## src/rtl/swd_host_engine.sv

```systemverilog
module swd_host_engine #(
  parameter int DW    = 32,
  parameter int TRN_W = 2
) (
  input  logic             clk,
  input  logic             rst_n,
  input  logic [TRN_W-1:0] trn_len,
  input  logic             req_valid,
  output logic             req_ready,
  input  logic             req_ap,
  input  logic             req_read,
  input  logic [1:0]       req_addr,
  input  logic [DW-1:0]    req_wdata,
  output logic             swclk,
  output logic             swdio_out,
  output logic             swdio_oe,
  input  logic             swdio_in,
  output logic             done,
  output logic [2:0]       ack,
  output logic [DW-1:0]    rdata,
  output logic             par_err
);
  localparam int CW = $clog2(DW + 1) + 1;
  localparam logic [2:0] ACK_OK = 3'b001, ACK_WAIT = 3'b010, ACK_FAULT = 3'b100;

  typedef enum logic [2:0] {S_IDLE, S_REQ, S_TRN1, S_ACK, S_TRN2, S_WDAT, S_RDAT} st_t;

  st_t              st;
  logic             ph, rd_q;
  logic [CW-1:0]    cnt;
  logic [TRN_W-1:0] trn_q;
  logic [7:0]       hdr;
  logic [DW:0]      wsh, rsh;
  logic [2:0]       ack_sh;

  assign req_ready = (st == S_IDLE);
  assign swclk     = ph;

  wire trn_last = (cnt == CW'(trn_q));
  wire dat_last = (cnt == CW'(DW));

  always_ff @(posedge clk or negedge rst_n) begin
    if (!rst_n) begin
      st <= S_IDLE; ph <= 1'b0; cnt <= '0; rd_q <= 1'b0; trn_q <= '0;
      hdr <= '0; wsh <= '0; rsh <= '0; ack_sh <= '0;
      swdio_oe <= 1'b1; swdio_out <= 1'b0;
      done <= 1'b0; ack <= '0; rdata <= '0; par_err <= 1'b0;
    end else begin
      done <= 1'b0;
      if (st == S_IDLE) begin
        if (req_valid) begin
          st        <= S_REQ;
          cnt       <= '0;
          rd_q      <= req_read;
          trn_q     <= trn_len;
          hdr       <= {2'b10, ^{req_ap, req_read, req_addr}, req_addr[1], req_addr[0],
                        req_read, req_ap, 1'b1};
          wsh       <= {^req_wdata, req_wdata};
          par_err   <= 1'b0;
          swdio_oe  <= 1'b1;
          swdio_out <= 1'b1;
        end
      end else if (!ph) begin
        ph <= 1'b1;
        if (st == S_ACK)  ack_sh[cnt[1:0]] <= swdio_in;
        if (st == S_RDAT) rsh[cnt]         <= swdio_in;
      end else begin
        ph  <= 1'b0;
        cnt <= cnt + 1'b1;
        unique case (st)
          S_REQ: begin
            if (cnt == CW'(6)) swdio_oe <= 1'b0;
            else if (cnt == CW'(7)) begin st <= S_TRN1; cnt <= '0; end
            else swdio_out <= hdr[cnt[2:0] + 3'd1];
          end
          S_TRN1: if (trn_last) begin st <= S_ACK; cnt <= '0; end
          S_ACK: if (cnt == CW'(2)) begin
            ack <= ack_sh;
            cnt <= '0;
            if (ack_sh == ACK_OK && rd_q) st <= S_RDAT;
            else if (ack_sh == ACK_OK || ack_sh == ACK_WAIT || ack_sh == ACK_FAULT) st <= S_TRN2;
            else begin st <= S_IDLE; done <= 1'b1; swdio_out <= 1'b0; end
          end
          S_TRN2: if (trn_last) begin
            if (ack == ACK_OK && !rd_q) begin
              st <= S_WDAT; cnt <= '0; swdio_oe <= 1'b1; swdio_out <= wsh[0];
            end else begin
              st <= S_IDLE; done <= 1'b1; swdio_oe <= 1'b1; swdio_out <= 1'b0;
            end
          end
          S_WDAT: begin
            if (dat_last) begin st <= S_IDLE; done <= 1'b1; swdio_out <= 1'b0; end
            else swdio_out <= wsh[cnt + 1'b1];
          end
          S_RDAT: if (dat_last) begin
            st <= S_TRN2; cnt <= '0;
            rdata <= rsh[DW-1:0];
            par_err <= ^rsh;
          end
          default: st <= S_IDLE;
        endcase
      end
    end
  end
endmodule

```

## config.mk

```make
export PLATFORM = sky130hd
export DESIGN_NAME = swd_host_engine
export DESIGN_NICKNAME = d
export VERILOG_FILES = /design/src/rtl/swd_host_engine.sv
export SDC_FILE = /design/constraint.sdc
export NUM_CORES = 1
export LEC_CHECK = 0
export BUFFER_PORTS_ARGS = -buffer_cell sky130_fd_sc_hd__buf_4
export CAP_MARGIN = 30
export CORE_MARGIN = 8
export CORE_UTILIZATION = 50
export CTS_BUF_LIST = sky130_fd_sc_hd__clkbuf_4
export CTS_CLUSTER_SIZE = 14
export DETAILED_ROUTE_END_ITERATION = 7
export PLACE_DENSITY = 0.7
export SLEW_MARGIN = 40
export SYNTH_ARGS = -nofsm -noshare
export SYNTH_HDL_FRONTEND = slang
export SYNTH_SLANG_ARGS = --single-unit
```

## constraint.sdc

```tcl
create_clock -name clk -period 2.9 [get_ports clk]
set_input_delay 0.58 -clock clk [delete_from_list [all_inputs] [get_ports clk]]
set_output_delay 0.58 -clock clk [all_outputs]
set_load 0.02 [all_outputs]
```

==> impl_metrics.env, run 1 <==
export IMPL_outcome="completed"
export IMPL_area_growth_pct=18.3
export IMPL_reg2reg_slack_ns=0.21
export IMPL_pwr_share_clk_pct=41.9
export IMPL_via_per_inst=5.46
export IMPL_cts_tree="built"
export IMPL_start_util_pct=51.4
export IMPL_drive_above_1_share_pct=41.2
export IMPL_p_leak_uw=0.00355
export IMPL_num_rows=41
export IMPL_dr_pass1_iters=4
export IMPL_drt_iter0_drc=281
export IMPL_synth_area_mm2=0.00654
export IMPL_cts_clk_slew_worst_paths_ns=0.10
export IMPL_hold_viol=0
export IMPL_hpwl_um=10500
export IMPL_antenna_cells=0
export IMPL_setup_viol=0
export IMPL_cts_root_buf="clkbuf_4"
export IMPL_routedWlPerCell_um=17.7
export IMPL_hp_class="in -> async"
export IMPL_cts_setup_buffers=0
export IMPL_synth_seq_cells=127
export IMPL_tns_ns=0
export IMPL_power_uw=3600
export IMPL_core_mm2=0.0127
export IMPL_ys_types=58
export IMPL_first_global_vias=4673
export IMPL_vias=4370
export IMPL_drv_slew=0
export IMPL_irDropWorstVdd_mv=0.496
export IMPL_min_period_ns=2.69
export IMPL_grt_max_degree=51
export IMPL_synth_edf_count=0
export IMPL_numCtsBuffers=17
export IMPL_dieWidth_um=130
export IMPL_fp_dieH_um=130
export IMPL_ctsResizeCount=0
export IMPL_pwr_share_seq_pct=49.8
export IMPL_worstSetupEndpointType="register"
export IMPL_synth_nets=574
export IMPL_p_sw_share_pct=22.2
export IMPL_insertion_delay_ns=0.54
export IMPL_synth_top_family_by_area="multiplexers"
export IMPL_nets=662
export IMPL_gr_total_overflow=0
export IMPL_crit_required_ns=3.33
export IMPL_skew_ns=0.0170
export IMPL_max_freq_mhz=372
export IMPL_cts_htree_levels=4
export IMPL_startpoint_type="register"
export IMPL_antenna_found_initial=0
export IMPL_syn_area_per_cell_um2=12.4
export IMPL_combPwrFrac_pct=8.3
export IMPL_yosys_area_share_simple_pct=9.74
export IMPL_final_common_cell="dfrtp_1"
export IMPL_maxCapViolCount=0
export IMPL_ios=83
export IMPL_syn_inst=528
export IMPL_port_buffers=82
export IMPL_mostFrequentLayoutCells="dfrtp_1, mux2_2, buf_4"
export IMPL_yosys_most_used_dff="dfrtp_1"
export IMPL_async_flop_share_pct=100
export IMPL_die_area_mm2=0.0170
export IMPL_worst_pin_slew_ns=0.677
export IMPL_ant_nets=0
export IMPL_p_per_area_mw_per_mm2=465
export IMPL_routabilityCongestion=0.828
export IMPL_p_sw_uw=798
export IMPL_postCtsHoldBufs=0
export IMPL_yosysSeqAreaShare_pct=48.6
export IMPL_synth_compound_area_share_pct=5.20
export IMPL_synth_mux_area_share_pct=23.2
export IMPL_clockBufferDepth=2
export IMPL_cts_sinks=127
export IMPL_grt_first_pass_wirelength_um=24200
export IMPL_finalCritPeriodShare_pct=92.7
export IMPL_crit_path_max_fanout=13
export IMPL_synthAdderAreaFrac_pct=0.765
export IMPL_worstPathArrival_ns=3.11
export IMPL_whs_ns=0.0606
export IMPL_ys_warn_count=0
export IMPL_path_class="reg -> reg"
export IMPL_slew_headroom_pct=54.8
export IMPL_drc_errors=0
export IMPL_grt_usage_pct=18.3
export IMPL_synthXorXnorAreaFrac_pct=10.1
export IMPL_reg2reg_depth=7
export IMPL_wl_um=14200
export IMPL_rsz0062_at_grt="false"
export IMPL_p_int_uw=2800
==> registers in the layout, summed over array words and instances, names as in the netlist <==
signal     cells
cnt            7
par_err        1
rsh           33
hdr            6
rdata         32
trn_q          2
swclk          1
done           1
ack_sh         3
ack            3
swdio_out      1
wsh           33
swdio_oe       1
st             3
==> final timing paths <==
check	startpoint	to
worst max-delay path	cnt[1]	swdio_out
worst min-delay path	rst_n	wsh[14]
worst max register to register	cnt[1]	swdio_out
worst min register to register	swdio_oe	swdio_oe
max in group asynchronous	rst_n	trn_q[1]
min in group clk	req_wdata[13]	wsh[13]
==> cells in the mapped netlist, types with 5 or more instances <==
cell type  instances  area [µm²]
dfrtp_1          126        3150
mux2_2           111        1250
xnor2_1           62         543
nor2_1            30         113
nand2_1           26        97.6
o21ai_0           12        60.1
buf_2             11        55.1
xor2_1            11        96.3
a21oi_1           10        50.1
mux4_2            10         225
nand3_1           10        50.1
clkbuf_1           9        33.8
nor3_1             7        35.0
nor2b_1            6        37.5
a22o_1             5        43.8
inv_1              5        18.8
nand3b_1           5        37.5
nor4_1             5        31.3
==> through the flow <==
stage | instance area (µm²) | worst slack [ns] | util (%) | cells
5_1_grt | 7740 | 0.0542 | 60.8 | 801
2_1_floorplan | 6540 | 0.127 | - | 528
3_5_place_dp | 7380 | 0.215 | 58.0 | 769
6_report | 7740 | 0.212 | 60.8 | 801
4_1_cts | 7740 | 0.212 | 60.8 | 801
3_3_place_gp | 7380 | 0.365 | 58.0 | 769
==> layout make-up <==
type                            instances  area, µm²
Fill cell                            1098       4980
Multi-Input combinational cell        368       3210
Sequential cell                       127       3180
Timing Repair Buffer                   96        746
Clock inverter                         13        218
Tap cell                              172        215
Clock buffer                           19        143
Inverter                                6       22.5
==> worst max-delay path, cell delays in order, from the launching register on <==
cell and delay (ns):
dfrtp_1 0.51, inv_1 0.15, ha_1 0.62, mux4_2 0.38, mux4_2 0.47, nor2b_1 0.14
o211ai_1 0.22, a21oi_1 0.09
==> logic make-up (layout without fill, tap and decap cells) <==
family | Yosys count | in the layout
and+or+nand+nor | 116 | 116
buffers and inverters | 33 | 134
AOI/OAI and AO/OA | 49 | 49
xor gates and xnor gates | 74 | 74
muxes | 125 | 125
adders and majority gates | 4 | 4
DFF | 127 | 127
==> routing by layer <==
layer | global-route usage (%) | part of all wire (%) | vias to the layer above
met5 | 0 | 0 | -
met4 | 6.68 | 1.6 | 0
met3 | 4.34 | 4.3 | 21
met2 | 28.0 | 46 | 100
met1 | 24.9 | 48 | 2175
li1 | - | - | 2074
==> power groups by stage <==
stage | clock network [µW] | logic (µW) | registers (µW)
global route | 1630 | 329 | 1800
floorplan | 0 | 177 | 1820
finish | 1510 | 300 | 1790
global placement | 0 | 301 | 1830
detailed placement | 0 | 306 | 1830
CTS | 1560 | 307 | 1790
(Power assumes the default switching activity.)
==> run 2: changes to the inputs <==
--- a/config.mk
+++ b/config.mk
@@ -13,6 +13,7 @@
 export CTS_CLUSTER_SIZE = 14
 export DETAILED_ROUTE_END_ITERATION = 7
 export PLACE_DENSITY = 0.7
+export RECOVER_POWER = 25
 export SLEW_MARGIN = 40
 export SYNTH_ARGS = -nofsm -noshare
 export SYNTH_HDL_FRONTEND = slang
==> run 2 against run 1 <==
Against the previous run: setup slack worse by 0.0088 ns; clock skew about the same; core utilization shrank 0.17 points; die area did not move; design area decreased by 0.27%; register-to-register slack barely moved; final cell count is the same; flip-flop and latch count unchanged; global-route usage unchanged; critical endpoint unchanged; largest cell class unchanged; largest power group unchanged.
==> impl_metrics.env, run 2 (same netlist as run 1, synthesis figures left out) <==
export IMPL_outcome="completed"
export IMPL_wl_um=14200
export IMPL_fp_dieH_um=130
export IMPL_p_sw_uw=798
export IMPL_max_freq_mhz=371
export IMPL_ios=83
export IMPL_num_rows=41
export IMPL_power_uw=3600
export IMPL_ctsResizeCount=0
export IMPL_crit_required_ns=3.32
export IMPL_gr_total_overflow=0
export IMPL_startpoint_type="register"
export IMPL_setup_viol=0
export IMPL_nets=662
export IMPL_grt_max_degree=51
export IMPL_ant_nets=0
export IMPL_p_sw_share_pct=22.2
export IMPL_endpoint="swdio_out"
export IMPL_cts_tree="built"
export IMPL_first_global_vias=4673
export IMPL_core_mm2=0.0127
export IMPL_worstSetupEndpointType="register"
export IMPL_cts_setup_buffers=0
export IMPL_die_area_mm2=0.0170
export IMPL_crit_path_max_fanout=13
export IMPL_reg2reg_slack_ns=0.20
export IMPL_p_leak_uw=0.00354
export IMPL_place_ws_ns=0.215
export IMPL_cts_clk_slew_worst_paths_ns=0.10
export IMPL_slowest_stage="ha_1"
export IMPL_cts_htree_levels=4
export IMPL_cpLargestDelayFamily="multiplexers"
export IMPL_crit_cells=7
export IMPL_finalCritPeriodShare_pct=93.0
export IMPL_p_per_area_mw_per_mm2=466
export IMPL_antenna_cells=0
export IMPL_routedWlPerCell_um=17.7
export IMPL_start_util_pct=51.4
export IMPL_combPwrFrac_pct=8.2
export IMPL_irDropWorstVdd_mv=0.496
export IMPL_top_layer="met4"
export IMPL_wl_met3_um=637
export IMPL_wl_met2_um=6570
export IMPL_numCtsBuffers=17
export IMPL_cts_sinks=127
export IMPL_antenna_found_initial=0
export IMPL_dr_pass1_iters=4
export IMPL_drt_met1_wl_um=6770
export IMPL_reg2reg_depth=7
export IMPL_pwr_share_seq_pct=49.8
export IMPL_worst_pin_slew_ns=1.29
export IMPL_drt_iter0_drc=281
export IMPL_timing_rr_start="cnt[1]"
export IMPL_hold_viol=0
export IMPL_p_int_uw=2800
export IMPL_area_growth_pct=18.0
export IMPL_tns_ns=0
export IMPL_crit_chain="inv_1 > ha_1 > mux4_2 > mux4_2 > nor2b_1 > o211ai_1 > a21oi_1"
export IMPL_drive_above_1_share_pct=41.0
export IMPL_hpwl_um=10500
export IMPL_pwr_share_clk_pct=41.9
export IMPL_reg2reg_to="swdio_out"
export IMPL_path_class="reg -> reg"
export IMPL_via_per_inst=5.45
export IMPL_rsz0062_at_grt="false"
export IMPL_cpMostUsedCell="mux4_2"
export IMPL_worstSetupStartpoint="cnt[1]"
export IMPL_vias=4366
export IMPL_dieWidth_um=130
export IMPL_drc_errors=0
export IMPL_path_buf_inv=1
export IMPL_port_buffers=82
export IMPL_routabilityCongestion=0.828
export IMPL_mostFrequentLayoutCells="dfrtp_1, mux2_2, buf_4"
export IMPL_drv_slew=0
export IMPL_clockBufferDepth=2
export IMPL_max_stage_delay_ns=0.62
export IMPL_final_common_cell="dfrtp_1"
export IMPL_postCtsHoldBufs=0
export IMPL_worstPathArrival_ns=3.12
export IMPL_skew_ns=0.0171
export IMPL_cts_root_buf="clkbuf_4"
export IMPL_insertion_delay_ns=0.54
export IMPL_maxCapViolCount=0
export IMPL_min_period_ns=2.70
export IMPL_hp_class="in -> reg"
export IMPL_fin_util_pct=60.7
export IMPL_largestRegisters="rsh: 33 flops, wsh: 33 flops, rdata: 32 flops"
export IMPL_grt_usage_pct=18.3
export IMPL_setup_ws_ns=0.203
export IMPL_grt_first_pass_wirelength_um=24200
export IMPL_slew_headroom_pct=14.2
[run 2: cell count changes in the layout (fill, tap and decap cells not counted)]
cell and delta:
buf_4 -2, clkbuf_2 +2, buf_12 -1, clkbuf_1 +1
[run 2: cell type report]
class                           instances  area (µm²)
Timing Repair Buffer                   96         724
Clock inverter                         13         218
Clock buffer                           19         143
Tap cell                              172         215
Sequential cell                       127        3180
Fill cell                            1099        5010
Multi-Input combinational cell        368        3210
Inverter                                6        22.5
[run 2: power by group through the flow]
| stage | registers (µW) | logic [µW] | clock network, µW |
|---|---|---|---|
| after CTS | 1790 | 307 | 1560 |
| after global routing | 1800 | 325 | 1630 |
| after detailed placement | 1830 | 306 | 0 |
| after floorplan | 1820 | 177 | 0 |
| final | 1790 | 296 | 1510 |
| after global placement | 1830 | 301 | 0 |
[run 2: per-layer routing]
metal | GRT usage, % | vias up
met1 | 24.9 | 2170
li1 | - | 2072
met5 | 0 | -
met3 | 4.34 | 21
met4 | 6.68 | 0
met2 | 28.0 | 103
[run 2: how the worst min path moves through the flow]
stage	from	endpoint	slack, ns	cells past startpoint
after floorplan	rst_n	ack[0]	0.28	0
after global placement	swdio_oe	swdio_oe	0.48	2
after detailed placement	wsh[6]	wsh[6]	0.50	1
after CTS	rst_n	wsh[14]	0.04	1
after global routing	req_wdata[13]	wsh[13]	0.23	2
final	req_wdata[13]	wsh[13]	0.29	2
[run 2: metrics by stage]
stage	area [µm²]	hold slack, ns	std cells
3_5_place_dp	7380	0.496	769
3_3_place_gp	7380	0.483	769
2_1_floorplan	6540	0.284	528
5_1_grt	7720	0.231	801
6_report	7720	0.288	801
4_1_cts	7740	0.0364	801
[run 2: worst reg2reg max path, stage by stage (launching register included)]
cell and delay [ns]:
dfrtp_1 0.51, inv_1 0.16, ha_1 0.62, mux4_2 0.39, mux4_2 0.47, nor2b_1 0.14, o211ai_1 0.22, a21oi_1 0.09
